==> src/rtl/uirq_pkg.sv <==
package uirq_pkg;
  localparam int unsigned NSRC     = 11;
  localparam int unsigned CODE_W   = 3;
  localparam int unsigned IDX_OVR  = 10;
  localparam int unsigned IDX_BRK  = 9;
  localparam int unsigned IDX_PAR  = 8;
  localparam int unsigned IDX_FRM  = 7;
  localparam int unsigned IDX_RTO  = 6;
  localparam int unsigned IDX_TX   = 5;
  localparam int unsigned IDX_RX   = 4;
  localparam int unsigned IDX_DSR  = 3;
  localparam int unsigned IDX_DCD  = 2;
  localparam int unsigned IDX_CTS  = 1;
  localparam int unsigned IDX_RING = 0;

  typedef enum logic [CODE_W-1:0] {
    LVL_EIGHTH   = 3'd0,
    LVL_QUARTER  = 3'd1,
    LVL_HALF     = 3'd2,
    LVL_3QUARTER = 3'd3,
    LVL_7EIGHTH  = 3'd4
  } lvl_code_e;
endpackage

==> src/rtl/uirq_thresh.sv <==
module uirq_thresh
  import uirq_pkg::*;
#(
  parameter int unsigned DEPTH     = 32,
  parameter bit          AT_ABOVE  = 1'b1,
  localparam int unsigned CNT_W    = $clog2(DEPTH + 1)
) (
  input  logic [CODE_W-1:0] code,
  input  logic [CNT_W-1:0]  count,
  output logic              hit
);
  logic [CNT_W-1:0] thr;

  // codes past the last defined one saturate at seven-eighths
  always_comb begin
    case (code)
      LVL_EIGHTH:   thr = CNT_W'(DEPTH / 8);
      LVL_QUARTER:  thr = CNT_W'(DEPTH / 4);
      LVL_HALF:     thr = CNT_W'(DEPTH / 2);
      LVL_3QUARTER: thr = CNT_W'((DEPTH * 3) / 4);
      default:      thr = CNT_W'((DEPTH * 7) / 8);
    endcase
  end

  generate
    if (AT_ABOVE) begin : g_fill
      assign hit = (count >= thr);
    end else begin : g_drain
      assign hit = (count <= thr);
    end
  endgenerate
endmodule

==> src/rtl/uirq_raw_bank.sv <==
module uirq_raw_bank #(
  parameter int unsigned N = 11
) (
  input  logic         clk,
  input  logic         rst_n,
  input  logic [N-1:0] set_vec,
  input  logic [N-1:0] clr_vec,
  output logic [N-1:0] raw
);
  generate
    for (genvar i = 0; i < N; i++) begin : g_bit
      always_ff @(posedge clk) begin
        if (!rst_n)          raw[i] <= 1'b0;
        else if (set_vec[i]) raw[i] <= 1'b1;   // set beats clear
        else if (clr_vec[i]) raw[i] <= 1'b0;
      end
    end
  endgenerate

  AST_SET_STICKS: assert property (@(posedge clk) disable iff (!rst_n)
    (|set_vec) |=> ((raw & $past(set_vec)) == $past(set_vec)));

  AST_FALL_NEEDS_CLEAR: assert property (@(posedge clk) disable iff (!rst_n)
    $past(rst_n) |-> ((($past(raw) & ~raw) & ~$past(clr_vec)) == '0));
endmodule

==> src/rtl/uirq_mask_out.sv <==
module uirq_mask_out #(
  parameter int unsigned N = 11
) (
  input  logic         clk,
  input  logic         rst_n,
  input  logic [N-1:0] raw,
  input  logic         mask_wr,
  input  logic [N-1:0] mask_wdata,
  output logic [N-1:0] mask_q,
  output logic [N-1:0] masked,
  output logic         irq
);
  always_ff @(posedge clk) begin
    if (!rst_n)       mask_q <= '0;
    else if (mask_wr) mask_q <= mask_wdata;
  end

  assign masked = raw & mask_q;

  always_ff @(posedge clk) begin
    if (!rst_n) irq <= 1'b0;
    else        irq <= |masked;
  end

  AST_MASK_LOADS: assert property (@(posedge clk) disable iff (!rst_n)
    mask_wr |=> (mask_q == $past(mask_wdata)));

  AST_IRQ_RISES: assert property (@(posedge clk) disable iff (!rst_n)
    (|masked) |=> irq);

  AST_IRQ_QUIET: assert property (@(posedge clk) disable iff (!rst_n)
    !(|masked) |=> !irq);
endmodule

==> src/rtl/uart_irq_ctrl.sv <==
module uart_irq_ctrl
  import uirq_pkg::*;
#(
  parameter int unsigned DEPTH = 32,
  localparam int unsigned CNT_W = $clog2(DEPTH + 1)
) (
  input  logic              clk,
  input  logic              rst_n,
  input  logic [NSRC-1:0]   evt_pulse,
  input  logic [CNT_W-1:0]  rx_count,
  input  logic [CNT_W-1:0]  tx_count,
  input  logic              mask_wr,
  input  logic [NSRC-1:0]   mask_wdata,
  input  logic              clr_wr,
  input  logic [NSRC-1:0]   clr_wdata,
  input  logic              lvl_wr,
  input  logic [2*CODE_W-1:0] lvl_wdata,
  output logic [NSRC-1:0]   raw_stat,
  output logic [NSRC-1:0]   mask_q,
  output logic [NSRC-1:0]   masked_stat,
  output logic              irq
);
  localparam logic [NSRC-1:0] FIFO_SRC = (NSRC'(1) << IDX_RX) | (NSRC'(1) << IDX_TX);

  logic [CODE_W-1:0] rx_code, tx_code;
  logic              rx_hit, tx_hit;
  logic [NSRC-1:0]   set_vec, clr_vec;

  always_ff @(posedge clk) begin
    if (!rst_n) begin
      rx_code <= '0;
      tx_code <= '0;
    end else if (lvl_wr) begin
      rx_code <= lvl_wdata[2*CODE_W-1:CODE_W];
      tx_code <= lvl_wdata[CODE_W-1:0];
    end
  end

  uirq_thresh #(.DEPTH(DEPTH), .AT_ABOVE(1'b1)) u_rx_thr (
    .code(rx_code), .count(rx_count), .hit(rx_hit));
  uirq_thresh #(.DEPTH(DEPTH), .AT_ABOVE(1'b0)) u_tx_thr (
    .code(tx_code), .count(tx_count), .hit(tx_hit));

  always_comb begin
    set_vec          = evt_pulse & ~FIFO_SRC;
    set_vec[IDX_RX]  = rx_hit;
    set_vec[IDX_TX]  = tx_hit;
  end

  assign clr_vec = clr_wr ? clr_wdata : '0;

  uirq_raw_bank #(.N(NSRC)) u_raw (
    .clk(clk), .rst_n(rst_n), .set_vec(set_vec), .clr_vec(clr_vec), .raw(raw_stat));

  uirq_mask_out #(.N(NSRC)) u_out (
    .clk(clk), .rst_n(rst_n), .raw(raw_stat), .mask_wr(mask_wr),
    .mask_wdata(mask_wdata), .mask_q(mask_q), .masked(masked_stat), .irq(irq));

  AST_RX_FULLISH: assert property (@(posedge clk) disable iff (!rst_n)
    (rx_count >= CNT_W'((DEPTH * 7) / 8)) |=> raw_stat[IDX_RX]);

  AST_TX_LOW: assert property (@(posedge clk) disable iff (!rst_n)
    (tx_count <= CNT_W'(DEPTH / 8)) |=> raw_stat[IDX_TX]);

  AST_COUNT_RANGE: assert property (@(posedge clk) disable iff (!rst_n)
    (rx_count <= CNT_W'(DEPTH)) && (tx_count <= CNT_W'(DEPTH)));
endmodule

==> config.mk <==
export PLATFORM = sky130hd
export DESIGN_NAME = uart_irq_ctrl
export DESIGN_NICKNAME = d
export VERILOG_FILES = /design/src/rtl/uirq_pkg.sv /design/src/rtl/uirq_thresh.sv /design/src/rtl/uirq_raw_bank.sv /design/src/rtl/uirq_mask_out.sv /design/src/rtl/uart_irq_ctrl.sv
export SDC_FILE = /design/constraint.sdc
export NUM_CORES = 1
export LEC_CHECK = 0
export ABC_AREA = 0
export BUFFER_PORTS_ARGS = -buffer_cell sky130_fd_sc_hd__buf_2
export CORE_ASPECT_RATIO = 0.8
export CORE_MARGIN = 1.5
export CORE_UTILIZATION = 42
export DETAILED_ROUTE_END_ITERATION = 6
export PLACE_DENSITY_LB_ADDON = 0.08
export SETUP_SLACK_MARGIN = 0.05
export SYNTH_ARGS = -nofsm -noshare
export SYNTH_HDL_FRONTEND = slang
export SYNTH_HIERARCHICAL = 1
export SYNTH_SLANG_ARGS = --single-unit
==> constraint.sdc <==
create_clock -name clk -period 2 [get_ports clk]
set_input_delay 0.4 -clock clk [delete_from_list [all_inputs] [get_ports clk]]
set_output_delay 0.4 -clock clk [all_outputs]
set_load 0.02 [all_outputs]
Word level (Yosys, flattened, before mapping)
Index checks and enable logic that the tools add are counted.
Widths: inputs -> output; s select.
{ "totals": {"reg_bits": 29, "romBits": 0, "word_cells": 63, "mem_bits_rw": 0, "output_inout_bits": 34, "inputBits": 56, "latch_bits": 0, "mem_count": 0} }
{ "classes": {"eq_ne": 6, "order_cmp": 2, "n_shift": 0, "n_mux": 25, "addsub": 0, "div_mod_pow": 0, "n_bitwise": 1, "n_mul": 0, "reduce_logical": 14} }
{ "op_table": {"columns": ["operator", "count"], "rows": [
  ["$pmux 5 s4", 2],
  ["$mux 1", 22],
  ["$reduce_bool 2->1", 11],
  ["$eq 3x2->1 const B", 4],
  ["$and 11x11->11", 1],
  ["$mux 11", 1],
  ["$reduce_or 11->1", 1],
  ["$eq 3x1->1 const B", 2],
  ["$ge 6x5->1", 1],
  ["$le 6x5->1", 1],
  ["$logic_not 3->1", 2]
]} }

Longest topological paths before layout
Gate-level depths: netlist (run 1).
{ "logic_depth": {"ltp_word": 4, "mapped_depth": 6, "ltp_nobuf": 6} }

Modules after synthesis
Netlist (run 1), hierarchy kept.
{ "modules_own_cells": {"columns": ["module", "n_inst", "area_per_inst_um2", "cells_per_inst", "seq_area_each_um2"], "rows": [
  ["uirq_mask_out", 1, 531.8, 51, 240.2],
  ["uirq_raw_bank", 1, 382.9, 34, 220.2],
  ["uart_irq_ctrl", 1, 302.8, 31, 120.1],
  ["uirq_thresh at u_rx_thr", 1, 97.6, 12, 0.0],
  ["uirq_thresh at u_tx_thr", 1, 85.1, 12, 0.0]
]} }

Least setup slack after synthesis (run 1)
Ideal clock, no wire load.
{ "synth_timing": {"path_type": "flip-flop to flip-flop", "from": "reg u_raw.raw[9]", "to": "reg u_out.irq", "path_slack_ns": 0.368, "arrival_time_ns": 1.507, "path_stages_with_launch": 4, "required_ns": 1.875, "synth_period_minus_slack_ns": 1.632, "setup_time_ns": 0.125, "n_path_buf": 0, "path_cell_list": "dfxtp_1 and2_1 or4_1 o41a_1"} }
{ "synth_via": {"elab_chain_cells": 2} }
{ "synth_rtl": {"columns": ["item", "line_no", "rtl"], "rows": [
  ["start: declaration", "uirq_raw_bank.sv:8", "output logic [N-1:0] raw"],
  ["start signal: indexed assignment", "uirq_raw_bank.sv:13", "if (!rst_n) raw[i] <= 1'b0;"],
  ["start signal: indexed assignment", "uirq_raw_bank.sv:14", "else if (set_vec[i]) raw[i] <= 1'b1;"],
  ["start signal: indexed assignment", "uirq_raw_bank.sv:15", "else if (clr_vec[i]) raw[i] <= 1'b0;"],
  ["$and 11x11->11", "uirq_mask_out.sv:18", "assign masked = raw & mask_q;"],
  ["net masked_stat[9]", "uart_irq_ctrl.sv:20", "output logic [NSRC-1:0] masked_stat,"],
  ["$reduce_or 11->1", "uirq_mask_out.sv:22", "else irq <= |masked;"],
  ["end signal: assignment", "uirq_mask_out.sv:22", null],
  ["end: declaration", "uirq_mask_out.sv:11", "output logic irq"]
]} }
The timed path passes the listed nets, and every way through them passes these cells.
A chain may end at the register's enable or synchronous reset.

Worst setup path in the final report (run 1)
{ "layout_timing": {"from": "reg tx_code[2]", "to": "reg u_raw.raw[5]"} }
{ "layout_via": {"elab_chain_cells": 4, "elab_cells_between_ends": 8, "classes_between": "order compare: 1; eq/ne: 3; mux: 2; reduce/logical: 2"} }
{ "layout_rtl": {"columns": ["item", "line_no", "rtl"], "rows": [
  ["start: declaration", "uart_irq_ctrl.sv:25", "logic [CODE_W-1:0] rx_code, tx_code;"],
  ["start signal: assignment", "uart_irq_ctrl.sv:35", "tx_code <= lvl_wdata[CODE_W-1:0];"],
  ["$eq 3x2->1 (tied with other cells)", "uirq_thresh.sv:16", "case (code)"],
  ["$pmux 5 s4 *", "uirq_thresh.sv:16", null],
  ["$le 6x5->1 *", "uirq_thresh.sv:29", "assign hit = (count <= thr);"],
  ["net tx_hit", "uart_irq_ctrl.sv:26", "logic rx_hit, tx_hit;"],
  ["$mux 1 or $reduce_bool 2->1 (tied branches)", null, null]
]} }
The timed path passes the listed nets; every way through them passes the cells marked *.

==> results.md, run 1 <==
- Most frequent cells in the layout: 87 x buf_2, 29 x dfxtp_1, 28 x nor2b_1
- TritonCTS clock tree: done
- Slew margin rel.: 71.6%
- Worst EP required: 2.21 ns
- Hold Crit Start: evt_pulse[9]
- Fill count: 274
- Fraction of synthesized area in multiplexers: 12.2%
- Maxcap violations: 0
- Arrival time at the worst endpoint: 1.83 ns
- Initial Util: 44.7%
- Final period utilization: 80.8%
- Reg2Reg Launch Point: tx_code[2]
- Syn_nets: 202
- Synth Instances: 140
- Drt pass-1 iters: 4
- Placed instance count: 262
- PortBufs: 87
- Avg Vias per Cell: 4.63
- Largest family of logic cells by synthesized area: simple AND/OR/NAND/NOR gates
- Final #Nets: 291
- Synth Warn #: 6
- DP Area: 1850 um2
- Post-Syn Area: 1400 um2
- Pleak: 1.02 nW
- Library cells used by synthesis: 25
- CP max FO: 4
- Post-route ant nets: 0
- Total grt overflow: 0
- Highest Clock Rate: 619 MHz
- R2r setup slk: 0.38 ns
- Post-Route Skew: 0.00538 ns
- Status: completed
- Post-synthesis xor/xnor area fraction: 0%
- Setup repair bufs after CTS: 0
- Fin area: 1950 um2
- Ports: 90
- Core area: 3130 um2
- DR vias: 1250
- Pre-CTS setup slack: 0.321 ns
- Mean Syn Cell Area: 10.0 um2
- Initial antenna violation count: 0
- Total track usage: 16.4%
- Setup Crit Path Kind: flip-flop to flip-flop
- Die ar.: 3690 um2
- Worst Reg2Reg Path Length in Cells: 6
- CP startpoint kind: flip-flop
- Worst Tran Pin Value: 0.426 ns
- CTS max path bufs: 2
- Sink Count: 29
- First-pass GRT wire length: 4350 um
- Post-Route WL: 3090 um
- Post-Layout Cell Count: 270
- Hold-critical path depth: 2
- Hpwl dp: 2400 um
- Hold buffer count at CTS: 0
- Routed WL per cell: 11.5 um
- Hold worst-path end: u_raw/raw[9]
- Final Max Tran Viols: 0
- CTS buffer count: 5
- Post-Synth Simple-Gate Area: 28.2%
- Pin count of the biggest net entering global routing: 30
- R2R Path End: u_raw/raw[5]
- Root buffer cell: clkbuf_8
- Die width: 67.6 um
- Chip Height: 54.6 um
- Maximum vdd drop: 0.000367 V
- Clk slew on worst S/H paths: 0.06 ns
- Synth top area cells: dfxtp_1 41%, nor2b_1 13%, mux2i_1 12%
- Sequential share of the synthesized area: 41.5%
- Ant. Diodes: 0
- DRC: 0
- PD cells: 735 nW/um2
- Final hold vios: 0
- #FFs+latches synth: 29
- Number of global-route vias before repair: 1004
- Num rows: 18
- Post-route minimum period: 1.62 ns
- Worst skew pair latency: 0.27 ns
- Final worst-path setup slack: 0.384 ns
- Area Growth Syn to Fin: 39.3%
- Unrepaired setup endpoints after global routing: no
- Most common cell after layout, fill and taps aside: buf_2
- Critical Path End Type: flip-flop
- Setup total negative slack: 0 ns
- Routability cong.: 0.690
- Worst min-delay path category: input pin to flip-flop
- H-tree levels: 2
- Yosys top cell by area: dfxtp_1
- Critical Path Source: tx_code[2]
- CTS resizes: 0
- Synth Area in Adders: 5.36%
- Synth Area in Compound Gates: 9.74%
- Setup violators final: 0
- Layout cell share with drive strength beyond 1: 42.6%
- Post-synth top area share: 41.5%
- 1st-iter DRT viols: 21
layer usage:
layer  up-vias  part of all wire, %  track usage, %
li1        653                    -               -
met1       535                   49            20.4
met2        60                   41            26.3
met3         2                  9.9            5.76
met4         0                 0.42            6.12
met5         -                    0               0
layout make-up:
class,count,area (um2),area share [%]
Clock buffer,7,96.3,4.94
Clock inverter,1,5.00,0.257
Inverter,2,7.51,0.385
Multi-Input combinational cell,104,776,39.8
Sequential cell,29,581,29.8
Tap cell,40,50.0,2.57
Timing Repair Buffer,87,435,22.3
kinds of logic after synthesis:
| kind of cell | count (synthesis) |
|---|---|
| muxes | 17 |
| adders and majority gates | 6 |
| AOI/OAI and AO/OA | 18 |
| DFF | 29 |
| and+or+nand+nor | 63 |
| buffers and inverters | 7 |
synthesized netlist by cell type, drive strengths merged:
library cell,instances
nand2,1
nor4,1
dfxtp,29
buf,4
a21oi,2
nor2b,28
nor3,1
o21ai,1
o41a,1
or4b,1
or2,1
ha,6
o21a,11
o21bai,2
or4,2
nor4b,1
or3b,1
mux2i,17
inv,2
a211oi,1
clkbuf,1
and2,22
nor2,4
registers in the layout, indices dropped and copies added, names as in the netlist:
signal,flops
u_out/irq,1
u_raw/raw,11
rx_code,3
tx_code,3
u_out/mask_q,11
where the power goes:
group | switching, W | internal, W
Clock | 0.000201 | 0.000310
Combinational | 0.000140 | 0.000138
Sequential | 0.0000258 | 0.000619
Total | 0.000367 | 0.00107
stage by stage:
stage	power [W]	util, %	hold slack [ns]
3_3_place_gp	0.000927	59.1	0.509
2_1_floorplan	0.000827	-	0.507
5_1_grt	0.00152	62.3	0.327
4_1_cts	0.00145	62.3	0.330
3_5_place_dp	0.000938	59.1	0.528
6_report	0.00143	62.3	0.336
worst max-delay path by stage:
stage,slack (ns),depth (start not counted),endpoint
after global routing,0.29,6,u_raw/raw[5]
after floorplan,0.37,3,u_out/irq
final,0.38,6,u_raw/raw[5]
after detailed placement,0.32,6,u_raw/raw[5]
after global placement,0.33,6,u_raw/raw[5]
after CTS,0.39,6,u_raw/raw[5]
worst max-delay path: stages, from the launching register on:
cell and delay, ns:
dfxtp_1 0.38, nor2_1 0.07, ha_1 0.29, nand2_1 0.06, or4b_1 0.49, a21oi_1 0.15, o21a_1 0.13
(Power assumes the default switching activity.)
==> inputs of run 2 (changes only) <==
Settings changed: ABC_AREA 0 to 1, CORE_UTILIZATION 42 to 43.
Clock period 2 ns to 1.7 ns, I/O delays scaled along.
==> run 2 against run 1 <==
Effect of this change: largest cell class unchanged; global-route usage increased by 1.8 points; register-to-register slack improved by 0.08 ns; highest routed layer unchanged; combinational power increased by 37%; clock power increased by 4%; hold slack got worse by 0.052 ns; wire length increased by 9.7%; final area increased by 6.2%.
==> results.md, run 2 <==
- Sink Count: 29 (unchanged)
- Drt pass-1 iters: 4 (unchanged)
- DR vias: 1528 (+22%)
- Slowest CP cell: dfxtp_1
- Final period utilization: 75.8%
- Largest registers: u_out/mask_q x11, u_raw/raw x11
- Final #Nets: 389 (+34%)
- Status: completed
- Pleak: 1.37 nW (+34%)
- Initial antenna violation count: 0 (unchanged)
- 1st-iter DRT viols: 24 (+14%)
- Post-Route WL: 3400 um (+9.7%)
- Fill count: 364 (+33%)
- Clk pwr share: 31.6% (-4.0 points)
- Arrival time at the worst endpoint: 0.95 ns (-0.88 ns)
- First-pass GRT wire length: 5710 um (+31%)
- Routability cong.: 0.771 (+12%)
- CP max stage delay: 0.38 ns (-0.11 ns)
- CP startpoint kind: flip-flop
- TritonCTS clock tree: done
- Switch Pwr: 0.000507 W (+38%)
- Post-route minimum period: 1.29 ns
- Unrepaired setup endpoints after global routing: no
- Synth Warn #: 6 (unchanged)
- DRC: 0 (unchanged)
- Setup repair bufs after CTS: 0 (unchanged)
- Maxcap violations: 0 (unchanged)
- Pin count of the biggest net entering global routing: 19 (-37%)
- Most common cell after layout, fill and taps aside: buf_2
- Clk slew on worst S/H paths: 0.06 ns (about the same)
- Avg Vias per Cell: 4.13 (-11%)
- Most common cell in the netlist: inv_1
- Worst skew pair latency: 0.27 ns (about the same)
- Number of enable flip-flop cells after synthesis: 0 (unchanged)
- PortBufs: 87 (unchanged)
- Post-Route Skew: 0.00393 ns (-0.00145 ns)
- Hold buffer count at CTS: 0 (unchanged)
- Total track usage: 18.2% (+1.8 points)
- Slew margin rel.: 77.3% (+5.7 points)
- Post-synth ARST share: 0% (unchanged)
- Combinational group share of total power: 22.7% (+3.3 points)
- PD cells: 811 nW/um2 (+10%)
- CP max FO: 3 (-1)
- Final hold vios: 0 (unchanged)
- Mean Syn Cell Area: 6.52 um2 (-35%)
- Num rows: 19 (+1)
- Routed WL per cell: 9.18 um (-20%)
- Setup Crit Path Kind: flip-flop to output pin
- Layout cell share with drive strength beyond 1: 34.1% (-8.5 points)
- Post-route ant nets: 0 (unchanged)
- Synth Instances: 237 (+69%)
- Setup violators final: 0 (unchanged)
- Final Max Tran Viols: 0 (unchanged)
- Sequential share of the synthesized area: 37.6% (-3.9 points)
- Critical Path End Type: output pin
- Power Internal: 0.00117 W (+9.8%)
- Synth top area cells: dfxtp_1 38%, inv_1 15%, nand2_1 14%
- Die width: 70.0 um (+3.7%)
- Post-synth top cells: 60 x inv_1, 58 x nand2_1, 43 x nor2_1
- Yosys top cell by area: dfxtp_1
- Worst Tran Pin Value: 0.340 ns (-0.0861 ns)
- Core area: 3420 um2 (+9.4%)
- Post-synth top area share: 37.6% (-3.9 points)
- CTS max path bufs: 2 (unchanged)
- Chip Height: 56.6 um (+3.6%)
- CTS resizes: 0 (unchanged)
- CTS buffer count: 5 (unchanged)
- Maximum vdd drop: 0.000534 V (+46%)
- Most frequent cells in the layout: 87 x buf_2, 60 x inv_1, 58 x nand2_1
- Most used DFF post-synth: dfxtp_1
- #FFs+latches synth: 29 (unchanged)
- Worst min-delay path category: input pin to flip-flop
- Crit path cell chain: nand2_1 -> inv_1 -> buf_2
- Highest Clock Rate: 776 MHz
- Setup total negative slack: 0 ns (unchanged)
- Initial Util: 45.1% (+0.41 points)
- Area Growth Syn to Fin: 34.0%
- Die ar.: 3960 um2 (+7.4%)
- Register share of total power: 45.7% (+0.8 points)
- Hpwl dp: 2640 um (+10%)
- Total grt overflow: 0 (unchanged)
- Switching portion of total power: 30.2% (+4.6 points)
- Ant. Diodes: 0 (unchanged)
- H-tree levels: 2 (unchanged)
- Root buffer cell: clkbuf_8
- Syn_nets: 299 (+48%)
- Post-Syn Area: 1550 um2 (+10%)
- Worst EP required: 1.36 ns (-0.85 ns)
- Number of global-route vias before repair: 1310 (+30%)
- Library cells used by synthesis: 16 (-36%)
- Final Util: 60.5% (-1.8 points)
- Ports: 90 (unchanged)
==> run 2: changes by cell type after synthesis, moves of 6 or more <==
cell | previous run | this run
nand2_1 | 1 | 58
nor2_2 | 0 | 6
mux2i_1 | 17 | 0
and2_1 | 21 | 0
nor2b_1 | 28 | 0
nor2_1 | 4 | 43
o21a_1 | 11 | 0
a21oi_2 | 0 | 10
inv_1 | 2 | 60
o21ai_0 | 1 | 8
==> run 2: cell families after synthesis <==
kind of cell             synth area share [%]
AO/OA/AOI/OAI                            10.5
AND/OR/NAND/NOR                          28.6
adder cells (fa/ha/maj)                  4.86
buffers and inverters                    18.5
flip-flops                               37.6
==> run 2: power groups by stage <==
stage | Combinational [W] | Clock [W] | Sequential (W)
finish | 0.000381 | 0.000530 | 0.000768
global route | 0.000431 | 0.000579 | 0.000777
CTS | 0.000385 | 0.000557 | 0.000768
detailed placement | 0.000384 | 0 | 0.000782
global placement | 0.000381 | 0 | 0.000781
floorplan | 0.000198 | 0 | 0.000828
==> run 2: cell type report <==
cell class	instances	area (um2)	share of cell area, %
multi-input cells	142	679	32.8
flip-flops and latches	29	581	28.0
repair buffers	89	450	21.8
inverters	60	225	10.9
clock buffers	6	72.6	3.50
well taps	42	52.6	2.54
clock inverters	2	10.0	0.483
==> run 2: critical path, delay by kind of cell, from the launching register on <==
family	cells	cell delay, ns
flops	1	0.38
buf+inv	2	0.22
simple gates	1	0.07
==> run 2: worst paths after layout <==
path / start / end / slack [ns] / cells past startpoint
worst max-delay path: u_raw/raw[8] / masked_stat[8] / 0.41 / 3
worst min register to register: u_raw/raw[10] / u_raw/raw[10] / 0.49 / 2
worst min-delay path: mask_wdata[8] / u_out/mask_q[8] / 0.28 / 3
worst max register to register: rx_code[2] / u_raw/raw[4] / 0.46 / 8
==> run 2: metrics by stage <==
stage                     hold WS, ns  std cells  area [um2]  power [W]  setup WS, ns
after floorplan                 0.460        237        1550    0.00103         0.548
after CTS                       0.276        370        2070    0.00171         0.398
after global routing            0.288        370        2070    0.00179         0.331
final                           0.284        370        2070    0.00168         0.412
after global placement          0.473        362        1990    0.00116         0.457
after detailed placement        0.475        362        1990    0.00117         0.451
==> run 2: metal layers <==
metal	track usage (%)	share of wire [%]	vias up
li1	-	-	861
met1	25.1	52	607
met2	26.4	38	56
met3	6.64	8.4	4
met4	5.77	1.3	0
met5	0	0	-
==> inputs of run 3 (changes only) <==
Clock period 1.7 ns to 1.24 ns, I/O delays scaled along.
==> run 3 against run 2 <==
Effect of this change: global-route usage shrank 0.39 points; die area is the same; count of clock-buffer cells in the layout is the same; final cell count grew 0.27%; sequential share of layout area grew 0.48 points; register-to-register slack lost 0.44 ns; via count shrank 1.3%; wire length shrank 1.6%; core utilization grew 1.4 points; sequential cell count is the same; final area grew 2.4%; worst setup slack lost 0.39 ns.
==> results.md, run 3 (synthesized netlist as in run 2, its figures left out) <==
- Buf/Inv on CP: 2 (unchanged)
- DRC: 0 (unchanged)
- Largest registers: u_out/mask_q x11, u_raw/raw x11
- Worst Tran Pin Value: 0.331 ns (-0.00872 ns)
- Clk slew on worst S/H paths: 0.06 ns (about the same)
- Sink Count: 29 (unchanged)
- Hold worst-path end: u_out/mask_q[8]
- Hpwl dp: 2600 um (-1.5%)
- CTS max path bufs: 2 (unchanged)
- Die width: 70.0 um (unchanged)
- Chip Height: 56.6 um (unchanged)
- Setup violators final: 0 (unchanged)
- DR vias: 1508 (-1.3%)
- Ports: 90 (unchanged)
- Critical Path End Type: flip-flop
- Routed WL per cell: 9.00 um (-1.9%)
- Slew margin rel.: 77.9% (+0.58 points)
- Area Growth Syn to Fin: 37.2%
- Maxcap violations: 0 (unchanged)
- Hold Crit Start: mask_wdata[8]
- Unrepaired setup endpoints after global routing: yes
- CP max stage delay: 0.34 ns (-0.04 ns)
- Most frequent cells in the layout: 82 x buf_2, 58 x nand2_1, 58 x inv_1
- Post-route minimum period: 1.22 ns
- Maximum vdd drop: 0.000668 V (+25%)
- Arrival time at the worst endpoint: 1.43 ns (+0.48 ns)
- Die ar.: 3960 um2 (unchanged)
- Pre-CTS setup slack: 0.0158 ns (-0.436 ns)
- Crit path cell chain: o21bai_1 -> ha_1 -> inv_1 -> nor2_1 -> nand3_1 -> nand2_1 -> inv_2 -> a21oi_2
- First-pass GRT wire length: 5530 um (-3.0%)
- Initial antenna violation count: 0 (unchanged)
- Status: completed
- Final worst-path setup slack: 0.0205 ns (-0.391 ns)
- Final Max Tran Viols: 0 (unchanged)
- Total track usage: 17.8% (-0.39 points)
- Core area: 3420 um2 (unchanged)
- Worst skew pair latency: 0.28 ns (about the same)
- Worst Reg2Reg Path Length in Cells: 8 (unchanged)
- Post-Route Skew: 0.00414 ns (+0.000210 ns)
- PortBufs: 87 (unchanged)
- Final period utilization: 98.3%
- Hold buffer count at CTS: 0 (unchanged)
- Pin count of the biggest net entering global routing: 13 (-6)
- PD cells: 1090 nW/um2 (+35%)
- Routability cong.: 0.754 (-2.2%)
- CP max FO: 4 (+1)
- TritonCTS clock tree: done
- Ant. Diodes: 0 (unchanged)
- Fin Hold WS: 0.197 ns (-0.0874 ns)
- Slowest CP cell: dfxtp_2
- Number of global-route vias before repair: 1323 (+0.99%)
- Highest Clock Rate: 820 MHz
- 1st-iter DRT viols: 57 (+140%)
- R2R Path End: u_raw/raw[4]
- DP Area: 1990 um2 (unchanged)
- Drt pass-1 iters: 4 (unchanged)
- Setup Crit Path Kind: flip-flop to flip-flop
- Worst min-delay path category: input pin to flip-flop
- Total grt overflow: 0 (unchanged)
- Most common cell after layout, fill and taps aside: buf_2
- R2r setup slk: 0.02 ns (-0.44 ns)
- Total power: 0.00232 W (+38%)
- Setup total negative slack: 0 ns (unchanged)
- Layout cell share with drive strength beyond 1: 41.3% (+7.2 points)
- Avg Vias per Cell: 4.06 (-1.6%)
- CTS buffer count: 5 (unchanged)
- Post-route ant nets: 0 (unchanged)
- Cell family with most CP delay: flip-flops
- Final #Nets: 390 (+0.26%)
- Final hold vios: 0 (unchanged)
- H-tree levels: 2 (unchanged)
- Initial Util: 45.1% (unchanged)
- Pleak: 1.38 nW (+0.50%)
- Worst EP required: 1.45 ns (+0.09 ns)
- Num rows: 19 (unchanged)
- Post-Route WL: 3340 um (-1.6%)
- Hold-critical path depth: 3 (unchanged)
- CP startpoint kind: flip-flop
- Fin area: 2120 um2 (+2.4%)
- Reg2Reg Launch Point: rx_code[2]
- Root buffer cell: clkbuf_8
-- run 3: changes by cell type in the layout (fill, tap and decap cells not counted), sizes merged --
cell / before / now
buf: 89 / 90
-- run 3: worst min-delay path, cell delays in order --
cell and delay, ns:
buf_2 0.07, nor2_1 0.03, nor2_1 0.08
-- run 3: cell type report --
class | count | area, um2
Clock buffer | 6 | 72.6
Multi-Input combinational cell | 142 | 684
Fill cell | 332 | 1300
Timing Repair Buffer | 90 | 470
Tap cell | 42 | 52.6
Sequential cell | 29 | 604
Clock inverter | 2 | 10.0
Inverter | 60 | 225
-- run 3: layer usage --
layer,vias up,GRT usage [%],wire [um]
met3,2,6.46,259
met2,55,26.7,1310
met5,-,0,0
met1,582,23.5,1740
li1,869,-,-
met4,0,6.59,27
-- run 3: worst max-delay path by stage --
| stage | from | cells past startpoint | end | slack (ns) |
|---|---|---|---|---|
| 5_1_grt | rx_code[0] | 8 | u_raw/raw[4] | -0.04 |
| 6_report | rx_code[2] | 8 | u_raw/raw[4] | 0.02 |
| 4_1_cts | rx_code[2] | 8 | u_raw/raw[4] | 0.03 |
| 3_3_place_gp | rx_code[2] | 8 | u_raw/raw[4] | 0.04 |
| 3_5_place_dp | rx_code[2] | 8 | u_raw/raw[4] | 0.02 |
| 2_1_floorplan | rx_code[2] | 8 | u_raw/raw[4] | 0.09 |
-- run 3: what timing repair did --
item / CTS / global route
hold endpoints to repair: 0 / 0
resized for setup: 2 / 26
pin swaps: 5 / 8
endpoints found under the setup margin: 2 / 13
buffers inserted: 1 / 0
-- run 3: per-stage QoR --
| stage | utilization (%) | cells |
|---|---|---|
| after floorplan | - | 237 |
| after global placement | 58.1 | 362 |
| after detailed placement | 58.1 | 362 |
| after CTS | 60.8 | 371 |
| after global routing | 61.9 | 371 |
| final | 61.9 | 371 |
-- run 3: power by group --
part	leakage [nW]	internal [W]	total, W	switching (W)
logic	1.09	0.000225	0.000534	0.000309
registers	0.247	0.00101	0.00106	0.0000494
clock network	0.0450	0.000387	0.000723	0.000335
total	1.38	0.00162	0.00232	0.000694
